--- src/rtl/spi_hs_pkg.sv ---
package spi_hs_pkg;

  typedef enum logic {
    ENG_IDLE = 1'b0,
    ENG_RUN  = 1'b1
  } eng_state_e;

  // An sck transition is leading when its index within the word is even.
  function automatic logic edge_is_leading(input logic edge_idx_lsb);
    return ~edge_idx_lsb;
  endfunction

  // Sample on leading edges for phase 0, trailing edges for phase 1.
  function automatic logic edge_samples(input logic phase_sel, input logic leading);
    return phase_sel ? ~leading : leading;
  endfunction

endpackage

--- src/rtl/spi_hs_rxfifo.sv ---
module spi_hs_rxfifo #(
  parameter int unsigned W     = 24,
  parameter int unsigned DEPTH = 2
) (
  input  logic         clk,
  input  logic         rst_n,
  input  logic         clr,
  input  logic         push,
  input  logic [W-1:0] push_data,
  input  logic         pop,
  output logic [W-1:0] head,
  output logic         not_empty,
  output logic         full,
  output logic         ovr
);
  localparam int unsigned PTR_W = (DEPTH > 1) ? $clog2(DEPTH) : 1;
  localparam int unsigned CNT_W = $clog2(DEPTH + 1);

  function automatic logic [PTR_W-1:0] ptr_inc(input logic [PTR_W-1:0] p);
    return (p == PTR_W'(DEPTH - 1)) ? '0 : p + PTR_W'(1);
  endfunction

  logic [W-1:0]     slot_q [DEPTH];
  logic [PTR_W-1:0] rd_ptr, wr_ptr;
  logic [CNT_W-1:0] count;
  logic             push_ok, pop_ok, push_lost;

  assign full      = (count == CNT_W'(DEPTH));
  assign not_empty = (count != '0);
  assign push_ok   = push & ~full;
  assign pop_ok    = pop & not_empty;
  assign push_lost = push & full;
  assign head      = slot_q[rd_ptr];

  always_ff @(posedge clk or negedge rst_n) begin
    if (!rst_n) begin
      rd_ptr <= '0;
      wr_ptr <= '0;
      count  <= '0;
      ovr    <= 1'b0;
    end else if (clr) begin
      rd_ptr <= '0;
      wr_ptr <= '0;
      count  <= '0;
      ovr    <= 1'b0;
    end else begin
      if (push_ok) wr_ptr <= ptr_inc(wr_ptr);
      if (pop_ok)  rd_ptr <= ptr_inc(rd_ptr);
      case ({push_ok, pop_ok})
        2'b10:   count <= count + CNT_W'(1);
        2'b01:   count <= count - CNT_W'(1);
        default: count <= count;
      endcase
      if (push_lost) ovr <= 1'b1;
    end
  end

  for (genvar g = 0; g < DEPTH; g++) begin : g_slot
    always_ff @(posedge clk or negedge rst_n) begin
      if (!rst_n) slot_q[g] <= '0;
      else if (push_ok && wr_ptr == PTR_W'(g)) slot_q[g] <= push_data;
    end
  end


  fifo_count_bound_chk: assert property (@(posedge clk) disable iff (!rst_n)
    count <= CNT_W'(DEPTH));


  fifo_overrun_flag_chk: assert property (@(posedge clk) disable iff (!rst_n)
    (push_lost && !clr) |=> ovr);


  fifo_lost_word_chk: assert property (@(posedge clk) disable iff (!rst_n)
    (push_lost && !pop && !clr) |=> full);

endmodule

--- src/rtl/spi_hs_shifter.sv ---
module spi_hs_shifter
  import spi_hs_pkg::*;
#(
  parameter int unsigned W     = 24,
  parameter int unsigned DIV_W = 4
) (
  input  logic             clk,
  input  logic             rst_n,
  input  logic             clr,
  input  logic             cpol,
  input  logic             cpha,
  input  logic [DIV_W-1:0] div,
  input  logic             start,
  input  logic [W-1:0]     tx_word,
  input  logic             miso,
  output logic             busy,
  output logic             sck,
  output logic             mosi,
  output logic             done,
  output logic [W-1:0]     rx_word
);
  localparam int unsigned EDGES     = 2 * W;
  localparam int unsigned EDGE_W    = $clog2(EDGES);
  localparam int unsigned EDGE_LAST = EDGES - 1;

  eng_state_e        state;
  logic [DIV_W-1:0]  div_cnt;
  logic [EDGE_W-1:0] edge_cnt;
  logic              phase_q;
  logic [W-1:0]      tx_sr, rx_sr;

  // named internal events
  logic tick_ev, lead_ev, sample_ev, shift_ev, last_ev;

  assign tick_ev   = (state == ENG_RUN) && (div_cnt >= div);
  assign lead_ev   = tick_ev && edge_is_leading(edge_cnt[0]);
  assign sample_ev = tick_ev && edge_samples(cpha, lead_ev);
  assign shift_ev  = tick_ev && !sample_ev && !(cpha && edge_cnt == '0);
  assign last_ev   = tick_ev && (edge_cnt == EDGE_W'(EDGE_LAST));

  assign busy    = (state == ENG_RUN);
  assign sck     = cpol ^ phase_q;
  assign mosi    = tx_sr[W-1];
  assign rx_word = rx_sr;

  always_ff @(posedge clk or negedge rst_n) begin
    if (!rst_n) begin
      state    <= ENG_IDLE;
      div_cnt  <= '0;
      edge_cnt <= '0;
      phase_q  <= 1'b0;
      tx_sr    <= '0;
      rx_sr    <= '0;
      done     <= 1'b0;
    end else if (clr) begin
      state    <= ENG_IDLE;
      div_cnt  <= '0;
      edge_cnt <= '0;
      phase_q  <= 1'b0;
      done     <= 1'b0;
    end else begin
      done <= 1'b0;
      if (state == ENG_IDLE) begin
        if (start) begin
          tx_sr    <= tx_word;
          div_cnt  <= '0;
          edge_cnt <= '0;
          state    <= ENG_RUN;
        end
      end else if (tick_ev) begin
        div_cnt  <= '0;
        phase_q  <= ~phase_q;
        edge_cnt <= edge_cnt + EDGE_W'(1);
        if (sample_ev) rx_sr <= {rx_sr[W-2:0], miso};
        if (shift_ev)  tx_sr <= {tx_sr[W-2:0], 1'b0};
        if (last_ev) begin
          state    <= ENG_IDLE;
          edge_cnt <= '0;
          done     <= 1'b1;
        end
      end else begin
        div_cnt <= div_cnt + DIV_W'(1);
      end
    end
  end


  eng_idle_level_chk: assert property (@(posedge clk) disable iff (!rst_n)
    !busy |-> (sck == cpol));


  eng_no_restart_chk: assert property (@(posedge clk) disable iff (!rst_n)
    busy |-> !start);


  eng_done_idle_chk: assert property (@(posedge clk) disable iff (!rst_n)
    done |-> (edge_cnt == '0) && !phase_q);

endmodule

--- src/rtl/spi_hs_master.sv ---
module spi_hs_master #(
  parameter int unsigned W          = 24,
  parameter int unsigned DIV_W      = 4,
  parameter int unsigned FIFO_DEPTH = 2
) (
  input  logic             clk,
  input  logic             rst_n,
  input  logic             enable,
  input  logic             cpol,
  input  logic             cpha,
  input  logic [DIV_W-1:0] clk_div,
  input  logic [1:0]       req_en,
  input  logic             err_ie,
  input  logic             tx_wr,
  input  logic [W-1:0]     tx_data,
  input  logic             rx_rd,
  output logic [W-1:0]     rx_data,
  output logic             tx_empty,
  output logic             rx_not_empty,
  output logic             rx_overrun,
  output logic             bus_err,
  output logic             irq,
  output logic             sck,
  output logic             mosi,
  input  logic             miso,
  input  logic             ss_in_n,
  input  logic             slave_rdy
);
  logic         clr;
  logic         rdy_s1, rdy_s2, ss_s1, ss_s2;
  logic [W-1:0] hold_q;
  logic         hold_full;
  logic         wr_accept, ready_ok, start_ev;
  logic         eng_busy, eng_done;
  logic [W-1:0] eng_rx;
  logic         fifo_full;

  assign clr       = ~enable;
  assign wr_accept = enable && tx_wr && !hold_full;
  assign ready_ok  = (req_en == 2'b00) || rdy_s2;
  assign start_ev  = enable && hold_full && !eng_busy && ready_ok;
  assign tx_empty  = ~hold_full;
  assign irq       = bus_err & err_ie;

  always_ff @(posedge clk or negedge rst_n) begin
    if (!rst_n) begin
      rdy_s1 <= 1'b0;
      rdy_s2 <= 1'b0;
      ss_s1  <= 1'b1;
      ss_s2  <= 1'b1;
    end else begin
      rdy_s1 <= slave_rdy;
      rdy_s2 <= rdy_s1;
      ss_s1  <= ss_in_n;
      ss_s2  <= ss_s1;
    end
  end

  always_ff @(posedge clk or negedge rst_n) begin
    if (!rst_n) begin
      hold_q    <= '0;
      hold_full <= 1'b0;
      bus_err   <= 1'b0;
    end else if (clr) begin
      hold_full <= 1'b0;
      bus_err   <= 1'b0;
    end else begin
      if (wr_accept) begin
        hold_q    <= tx_data;
        hold_full <= 1'b1;
      end else if (start_ev) begin
        hold_full <= 1'b0;
      end
      if (!ss_s2) bus_err <= 1'b1;
    end
  end

  spi_hs_shifter #(.W(W), .DIV_W(DIV_W)) eng_i (
    .clk     (clk),
    .rst_n   (rst_n),
    .clr     (clr),
    .cpol    (cpol),
    .cpha    (cpha),
    .div     (clk_div),
    .start   (start_ev),
    .tx_word (hold_q),
    .miso    (miso),
    .busy    (eng_busy),
    .sck     (sck),
    .mosi    (mosi),
    .done    (eng_done),
    .rx_word (eng_rx)
  );

  spi_hs_rxfifo #(.W(W), .DEPTH(FIFO_DEPTH)) fifo_i (
    .clk       (clk),
    .rst_n     (rst_n),
    .clr       (clr),
    .push      (eng_done),
    .push_data (eng_rx),
    .pop       (rx_rd),
    .head      (rx_data),
    .not_empty (rx_not_empty),
    .full      (fifo_full),
    .ovr       (rx_overrun)
  );


  ready_gate_chk: assert property (@(posedge clk) disable iff (!rst_n)
    (start_ev && req_en != 2'b00) |-> $past(slave_rdy, 2));


  write_ignored_chk: assert property (@(posedge clk) disable iff (!rst_n)
    (enable && tx_wr && !tx_empty && !start_ev) |=> !tx_empty);


  bus_err_sticky_chk: assert property (@(posedge clk) disable iff (!rst_n)
    (bus_err && enable) |=> bus_err);


  disable_clears_chk: assert property (@(posedge clk) disable iff (!rst_n)
    !enable |=> (tx_empty && !rx_not_empty && !rx_overrun && !bus_err && !eng_busy));

endmodule

--- config.mk ---
export PLATFORM = sky130hd
export DESIGN_NAME = spi_hs_master
export DESIGN_NICKNAME = d
export VERILOG_FILES = /design/src/rtl/spi_hs_pkg.sv /design/src/rtl/spi_hs_rxfifo.sv /design/src/rtl/spi_hs_shifter.sv /design/src/rtl/spi_hs_master.sv
export SDC_FILE = /design/constraint.sdc
export NUM_CORES = 1
export LEC_CHECK = 0
export BUFFER_PORTS_ARGS = -buffer_cell sky130_fd_sc_hd__buf_2
export CORE_MARGIN = 10
export CORE_UTILIZATION = 63
export DETAILED_ROUTE_END_ITERATION = 16
export PLACE_DENSITY = 0.85
export RECOVER_POWER = 100
export SLEW_MARGIN = 30
export SYNTH_ARGS = -nofsm -noshare
export SYNTH_HDL_FRONTEND = slang
export SYNTH_SLANG_ARGS = --single-unit
--- constraint.sdc ---
create_clock -name clk -period 4.8 [get_ports clk]
set_clock_uncertainty 0.2 [all_clocks]
set_input_delay 0.96 -clock clk [delete_from_list [all_inputs] [get_ports clk]]
set_output_delay 0.96 -clock clk [all_outputs]
set_load 0.02 [all_outputs]
---- After elaboration in Yosys (flattened, before gate mapping) ----
Index checks and enable logic that the tools add are counted.
storage, ports and cells
  bits in registers ....................... 144
operators by class
  add/subtract/negate cells ............... 6
  order comparisons ....................... 2
  equality and inequality tests ........... 16
  mux-type cells .......................... 44
  bitwise gates (word level) .............. 12
  reduce and logical (&&, ||, !) cells .... 28
operators by type and width
  operator                                        number
  2-to-1 mux 24 bit                               7
  2-to-1 mux 6 bit                                5
  2-to-1 mux 1 bit                                26
  2-to-1 mux 4 bit                                4
  logical AND 1 bit                               14
  != test 2 x 1 -> 1 bit (second input constant)  5
  != test 3 x 1 -> 1 bit (second input constant)  3
  AND reduction 4 bit                             2
  adder 6 x 1 -> 6 bit (second input constant)    1
  == test 6 bit (second input constant)           1
  logical NOT 6 bit                               1
  != test 2 bit (second input constant)           3
  NOT 1 bit                                       6
  AND reduction 2 bit                             3
  adder 4 x 1 -> 4 bit (second input constant)    1
  bitwise AND 1 bit                               4
  == test 2 bit (second input constant)           2
  >= comparator 4 bit                             1
  logical NOT 1 bit                               4
  one-hot mux 2 bit (2 select lines)              1
  nonzero test 2 bit                              2
  != test 3 bit (second input constant)           1
  adder 1 bit (second input constant)             2
  adder 2 x 1 -> 2 bit (second input constant)    1
  8 further kinds                                 8

---- Longest topological paths before layout ----
Gate-level depths: netlist of the first run.
  depth after elaboration ................. 12
  gate-level depth with buffers ........... 8
  depth with buffers taken out ............ 7

---- By module ----
A second synthesis of the first run with hierarchy kept.
unflattened totals
  cells, all modules ...................... 446
  area total of the unflattened synthesis .. 6,697.7 um^2
by module, submodules not included
  module          times used  cells each  area an instance (um^2)  seq. area each (um^2)
  spi_hs_shifter  1           224         3,145.5                  1,526.5
  spi_hs_rxfifo   1           155         2,357.3                  1,326.3
  spi_hs_master   1           67          1,194.9                  753.2

---- Worst setup path before layout of the first run ----
Ideal clock, no wire load.
  kind .................................... input port to flip-flop
  start ................................... input clk_div[3]
  end ..................................... register eng_i.tx_sr[10]
  library setup time ...................... 0.125 ns
  arrival ................................. 2.463 ns
  data required time ...................... 4.475 ns
  path slack .............................. 2.011 ns
  stages on the path ...................... 8
  cell sequence ........................... inv_1 ha_1 a21oi_1 o21ai_2 and2_4 o21bai_4 buf_6 mux2_4
between the ends
  word-level cells in the longest chain between the ends .. 11
  elaborated cells on any way between the ends .. 12
RTL lines
  what                             line                  source
  start, declared                  spi_hs_master.sv:11   input logic [DIV_W-1:0] clk_div,
  >= comparator 4 bit *            spi_hs_shifter.sv:35  assign tick_ev = (state == ENG_RUN) && (div_cnt >= div);
  logical AND 1 bit *              spi_hs_shifter.sv:35
  logical AND 1 bit                spi_hs_shifter.sv:36  assign lead_ev = tick_ev && edge_is_leading(edge_cnt[0]);
  NOT 1 bit                        spi_hs_pkg.sv:15      return phase_sel ? ~leading : leading;
  2-to-1 mux 1 bit                 spi_hs_pkg.sv:15
  logical AND 1 bit                spi_hs_shifter.sv:37  assign sample_ev = tick_ev && edge_samples(cpha, lead_ev);
  logical NOT 1 bit                spi_hs_shifter.sv:38  assign shift_ev = tick_ev && !sample_ev && !(cpha && edge_cnt == '0);
  logical AND 1 bit (2 in a row)   spi_hs_shifter.sv:38
  != test 2 bit (no line)          n/a
  AND reduction 4 bit (no line) *  n/a
  end signal, assigned             spi_hs_shifter.sv:65  tx_sr <= tx_word;
  end signal, assigned             spi_hs_shifter.sv:75  if (shift_ev) tx_sr <= {tx_sr[W-2:0], 1'b0};
  end, declared                    spi_hs_shifter.sv:30  logic [W-1:0] tx_sr, rx_sr;
Mark *: on every way between the ends. The rest lies on a longest branch, timed or not.
A chain may end at the register's enable or synchronous reset.

---- Final worst setup path of the first run ----
  start ................................... input clk_div[3]
  end ..................................... register eng_i.rx_sr[23], in the netlist eng_i.rx_word[23]
between the ends
  word-level cells in the longest chain between the ends .. 7
RTL lines
  what                             line                  source
  >= comparator 4 bit *            spi_hs_shifter.sv:35
  logical AND 1 bit *              spi_hs_shifter.sv:35
  logical AND 1 bit                spi_hs_shifter.sv:36
  NOT 1 bit                        spi_hs_pkg.sv:15
  2-to-1 mux 1 bit                 spi_hs_pkg.sv:15
  logical AND 1 bit                spi_hs_shifter.sv:37
  AND reduction 4 bit (no line) *  n/a
  end signal, assigned             spi_hs_shifter.sv:74  if (sample_ev) rx_sr <= {rx_sr[W-2:0], miso};
  end, declared                    spi_hs_shifter.sv:30
Marks and branches as above.

==> metrics, run 1 <==
Max Transition Viols Final=62; WS Path Type=primary input to register; via count of the first global-routing pass=4097; post-layout util=73.99%; Setup-failing EPs final=0; # IOs=72; fillers=691; worst path arrival time=3.67 ns; die area=14590 sq um; drt wl/cell=18.05 microns; Remaining DRCs=0; initial antenna violation count=0; GRT overflow=0; H-tree Lvls=4; width of the die=120.8 microns; drt pass-1 iters=5; Core ar.=9819 sq um; max_slew headroom=-21.10%; Post-Layout Cell Count=658; TritonCTS buffer count=17; dpl cell area=6850 sq um; CTS tree=done; CTS max path bufs=2; kind of path behind the tightest hold check=register to register; failing checks=max-capacitance violations, max-slew violations; first-pass GRT wire length=20490 microns; final total power=3.037 mW; routed wire length=11880 microns; overall routing resource usage=17.54%; synth unique cells=46; Hold-fix buffers, CTS=0; pre-CTS setup slack=1.386 ns; fraction of final layout cells sized beyond drive strength 1=42.48%; power density cells=417.9 nW/um^2; FMAX=0.2873 GHz; RSZ-0062 raised after global routing=no; initial DRC count=157; post-cts sizing count=0; clock latency on the worst-skew pair=0.52 ns; placed cells=627; GP Congestion=0.8041; Pleak=3.489 nW; run status=finished with violations; Final Cell Area=7266 sq um; Yosys top cell area share=55.53%; slew of the pin with the lowest slew margin=1.817 ns; yosys warns=0; Post-CTS Setup Bufs=0; die height=120.8 microns; Starting Density=65.16%; Std-Cell Rows=36; period utilization=72.50%; max-cap viol count=2; area grow syn2layout=13.55%; Seq/Total Area, Yosys=56.36%; Worst-path clk slew=0.06 ns; VDD IR-drop max=262.1 uV; Cells after Synth=438; final worst slack=1.320 ns; PortBufs=71; min Tclk post-route=3.480 ns; Critical Path Sink Type=register; Mapped Area=6399 sq um; register bit total from synthesis=144; Final Hold Fails=0; Sum Neg Setup Slack=0 ns; clk sinks=144; crit start category=primary input; syn nets=486; Worst EP required=4.99 ns; Routed Antenna Nets=0; final hold slack=0.1607 ns; fin nets=561; largest net degree at the start of global routing=61; Antenna diodes=0; DP HPWL=7673 microns; syn avg cell area=14.61 sq um; area leader, netlist=dfrtp_1; via count=3645; clk root buf=clkbuf_8; DR vias/cell=5.540; worst-path maximum fanout=24; Area contributors post-synth=dfrtp_1, mux2_2, mux2_4, ha_1, xnor2_1
==> sequential cells by signal, indices dropped and copies added (netlist names), 2 cells and up <==
signal,count
eng_i.tx_sr,24
hold_q,24
eng_i.edge_cnt,6
fifo_i.slot_q,48
eng_i.div_cnt,4
fifo_i.count,2
eng_i.rx_word,24
==> layer usage <==
metal	GRT usage [%]	routed length, microns	share of wire [%]
met5	0	0	0
met4	5.430	119	1.0
met3	6.189	516	4.3
met2	29.55	6164	52
met1	20.61	5078	43
==> synth_stat cells (all sizes together) <==
| master | n |
|---|---|
| nand2b | 3 |
| a2111oi | 1 |
| a32o | 1 |
| or3 | 1 |
| o22ai | 1 |
| o21a | 2 |
| o211ai | 1 |
| nand2 | 8 |
| o21ai | 4 |
| nor4b | 1 |
| dfrtp | 142 |
| a211oi | 3 |
| a21oi | 7 |
| mux2i | 3 |
| dfstp | 2 |
| ha | 7 |
| nor2b | 7 |
| nand3 | 7 |
| nand3b | 1 |
| a22oi | 1 |
| nor3b | 2 |
| a21boi | 3 |
| inv | 12 |
| nor3 | 1 |
| and3 | 3 |
| a31oi | 4 |
| xor2 | 1 |
| buf | 15 |
| clkbuf | 4 |
| o21bai | 2 |
| and2 | 6 |
| a32oi | 1 |
| nor2 | 8 |
| xnor2 | 7 |
| mux2 | 166 |
==> critical path: stages <==
cell and delay [ns]:
buf_2 0.07, inv_1 0.03, ha_1 0.28, o211ai_1 0.11, o21ai_0 0.72, and2_0 0.31
nand2_1 0.62, mux2_1 0.56
==> layout make-up <==
cell class | count | area, sq um | share of cell area (%)
multi-input combinational | 263 | 2532 | 34.85
clock inverter | 10 | 111.4 | 1.533
clock buffer | 21 | 459.2 | 6.320
inverter | 12 | 45.04 | 0.6199
timing repair buffer | 75 | 344.1 | 4.736
tap | 133 | 166.4 | 2.290
sequential | 144 | 3607 | 49.65
==> path summary, 6_finish.rpt <==
kind	cells after the start	startpoint	slack [ns]	endpoint
worst max-delay path	8	clk_div[3]	1.32	eng_i.rx_word[23]
worst min-delay path	0	rdy_s1	0.16	rdy_s2
worst max register to register	6	eng_i.div_cnt[1]	1.46	eng_i.rx_word[23]
worst min register to register	0	rdy_s1	0.16	rdy_s2
max in group asynchronous	2	rst_n	2.09	fifo_i.slot_q[20]
min in group asynchronous	1	rst_n	0.20	fifo_i.slot_q[19]
==> logic make-up after synthesis <==
logic type / after synthesis / synth area share (%)
flip-flops: 144 / 56.36
XOR/XNOR: 8 / 1.095
multiplexers: 169 / 30.86
AND/OR/NAND/NOR: 48 / 4.283
AO/OA/AOI/OAI: 31 / 3.559
buffers and inverters: 31 / 2.483
adder cells (fa/ha/maj): 7 / 1.369
==> cell usage in the layout (no fill, tap or decap), types with 4 or more instances in the layout <==
cell type and instances:
clkinv_2 4, nor2b_1 7, xnor2_1 7, nor2_1 7, nand3_1 7, clkbuf_8 4, a21oi_1 7, inv_1 12
nand2_1 8, clkbuf_1 33, ha_1 7, buf_2 41, o21ai_0 4, mux2_1 22, clkbuf_16 16, dfrtp_1 141
and2_1 4, a31oi_1 4, mux2_2 143
==> power breakdown <==
part           switching, mW  internal [mW]
logic                  0.134          0.182
clock network          0.475          0.774
registers              0.102           1.37
total                  0.711           2.33
No activity file was read; power rests on OpenSTA's default activity.
==> inputs of run 2 (changes only) <==
- CORE_UTILIZATION: 63 -> 53
- PLACE_DENSITY: 0.85 -> 0.76
- clock period: 4.8 -> 3.1 ns (I/O delays scaled with it)
==> run 2 against run 1 <==
Effect of this change:
- clock power increased by 67%
- the run still ends with max-capacitance violations, max-slew violations left
- routed wire length decreased by 3.8%
- largest power group unchanged
- worst setup slack got worse by 0.88 ns
- final cell count increased by 2.9%
- combinational power increased by 60%
- cell area increased by 2.1%
- die area increased by 16%
- power increased by 60%
- largest cell class unchanged
- sequential share of layout area decreased by 1.0 points
- sequential power increased by 54%
- sequential cell count unchanged
- clock-buffer cell count decreased by 3
==> metrics, run 2 (synthesis gave the netlist of run 1 again) <==
crit-path cells=nand2b_1 -> nand2_1 -> nor2_2 -> clkbuf_1 -> mux2_2; via count of the first global-routing pass=4056; worst path bufs/invs=1; pre-CTS setup slack=0.4568 ns; via count=3631; DP HPWL=7602 microns; die area=16870 sq um; Starting Density=53.72%; CTS max path bufs=2; drt wl/cell=16.88 microns; Core ar.=11910 sq um; area grow syn2layout=15.94%; CTS tree=done; Worst EP required=3.20 ns; failing checks=max-capacitance violations, max-slew violations; Setup-failing EPs final=0; Routed Antenna Nets=0; dpl cell area=6928 sq um; clk sinks=144; CP peak stage delay=1.11 ns; drt pass-1 iters=4; kind of path behind the tightest hold check=primary input to register; final total power=4.846 mW; worst path arrival time=2.76 ns; post-cts sizing count=0; commonest non-fill, non-tap cell in the layout=dfrtp_1; initial DRC count=130; Final Hold Fails=0; TritonCTS buffer count=17; Post-CTS Setup Bufs=0; WS Path Type=register to register; crit start category=register; fin nets=565; worst-path maximum fanout=24; max-cap viol count=2; Antenna diodes=0; Hold-fix buffers, CTS=0; fillers=917; fraction of final layout cells sized beyond drive strength 1=43.77%; final hold slack=0.1032 ns; power density cells=653.2 nW/um^2; slew of the pin with the lowest slew margin=1.873 ns; final worst slack=0.4400 ns; placed cells=645; max_slew headroom=-24.84%; largest net degree at the start of global routing=74; GP Congestion=0.7970; die height=129.9 microns; width of the die=129.9 microns; overall routing resource usage=14.97%; most frequent cells in the layout=dfrtp_1, mux2_2, buf_2; max FFs per register=48; run status=finished with violations; Final Cell Area=7418 sq um; largest reg by FF count=fifo_i.slot_q; first-pass GRT wire length=19910 microns; Pleak=3.579 nW; Critical Path Sink Type=register; # IOs=72; min Tclk post-route=2.660 ns; DR vias/cell=5.363; post-layout util=62.28%; crit-path leading delay family=buffers and inverters; initial antenna violation count=0; Max Transition Viols Final=97; H-tree Lvls=4; routed wire length=11430 microns; RSZ-0062 raised after global routing=no; Remaining DRCs=0; Post-Layout Cell Count=677; CP max-delay cell=clkbuf_1; Std-Cell Rows=40; GRT overflow=0; FMAX=0.3759 GHz; period utilization=85.81%; Worst-path clk slew=0.06 ns; PortBufs=71; clk root buf=clkbuf_16; Sum Neg Setup Slack=0 ns; VDD IR-drop max=542.3 uV; clock latency on the worst-skew pair=0.42 ns
==> run 2: changes by cell type in the layout (fill, tap and decap cells not counted), moves of 2 or more <==
| cell | before | now |
|---|---|---|
| clkbuf_8 | 4 | 0 |
| mux2_4 | 1 | 3 |
| clkbuf_1 | 33 | 30 |
| mux2_2 | 143 | 140 |
| clkinv_2 | 4 | 1 |
| and2_1 | 4 | 2 |
| buf_12 | 0 | 3 |
| inv_6 | 0 | 2 |
| clkinv_4 | 1 | 5 |
| buf_2 | 41 | 44 |
==> run 2: path summary, 6_finish.rpt <==
kind | end | slack [ns] | start | cells after the start
max | fifo_i.slot_q[36] | 0.44 | fifo_i.count[0] | 5
min | rdy_s1 | 0.10 | slave_rdy | 1
max reg2reg | fifo_i.slot_q[36] | 0.44 | fifo_i.count[0] | 5
min reg2reg | rdy_s2 | 0.16 | rdy_s1 | 0
max in group asynchronous | eng_i.rx_word[11] | 1.08 | rst_n | 1
min in group asynchronous | eng_i.rx_word[18] | 0.52 | rst_n | 1
==> run 2: worst register-to-register path: stages (launching register included) <==
cell,delay (ns)
dfrtp_1,0.42
nand2b_1,0.17
nand2_1,0.09
nor2_2,0.10
clkbuf_1,1.11
mux2_2,0.45
==> run 2: final cells by class <==
type / count / area [sq um] / area share, %
Clock buffer: 18 / 429.2 / 5.785
Clock inverter: 14 / 182.7 / 2.462
Inverter: 12 / 45.04 / 0.6072
Multi-Input combinational cell: 263 / 2562 / 34.54
Sequential cell: 144 / 3606 / 48.61
Tap cell: 147 / 183.9 / 2.479
Timing Repair Buffer: 79 / 409.1 / 5.515
==> run 2: where the power goes <==
part,internal (mW),switching [mW],leakage [nW]
Sequential,2.12,0.136,1.90
Clock,1.28,0.807,0.293
Combinational,0.297,0.209,1.39
==> run 2: per-layer routing <==
layer	GRT usage [%]	routed length (microns)
met5	0	0
met4	5.952	154
met3	4.503	467
met2	23.88	5568
met1	18.73	5237
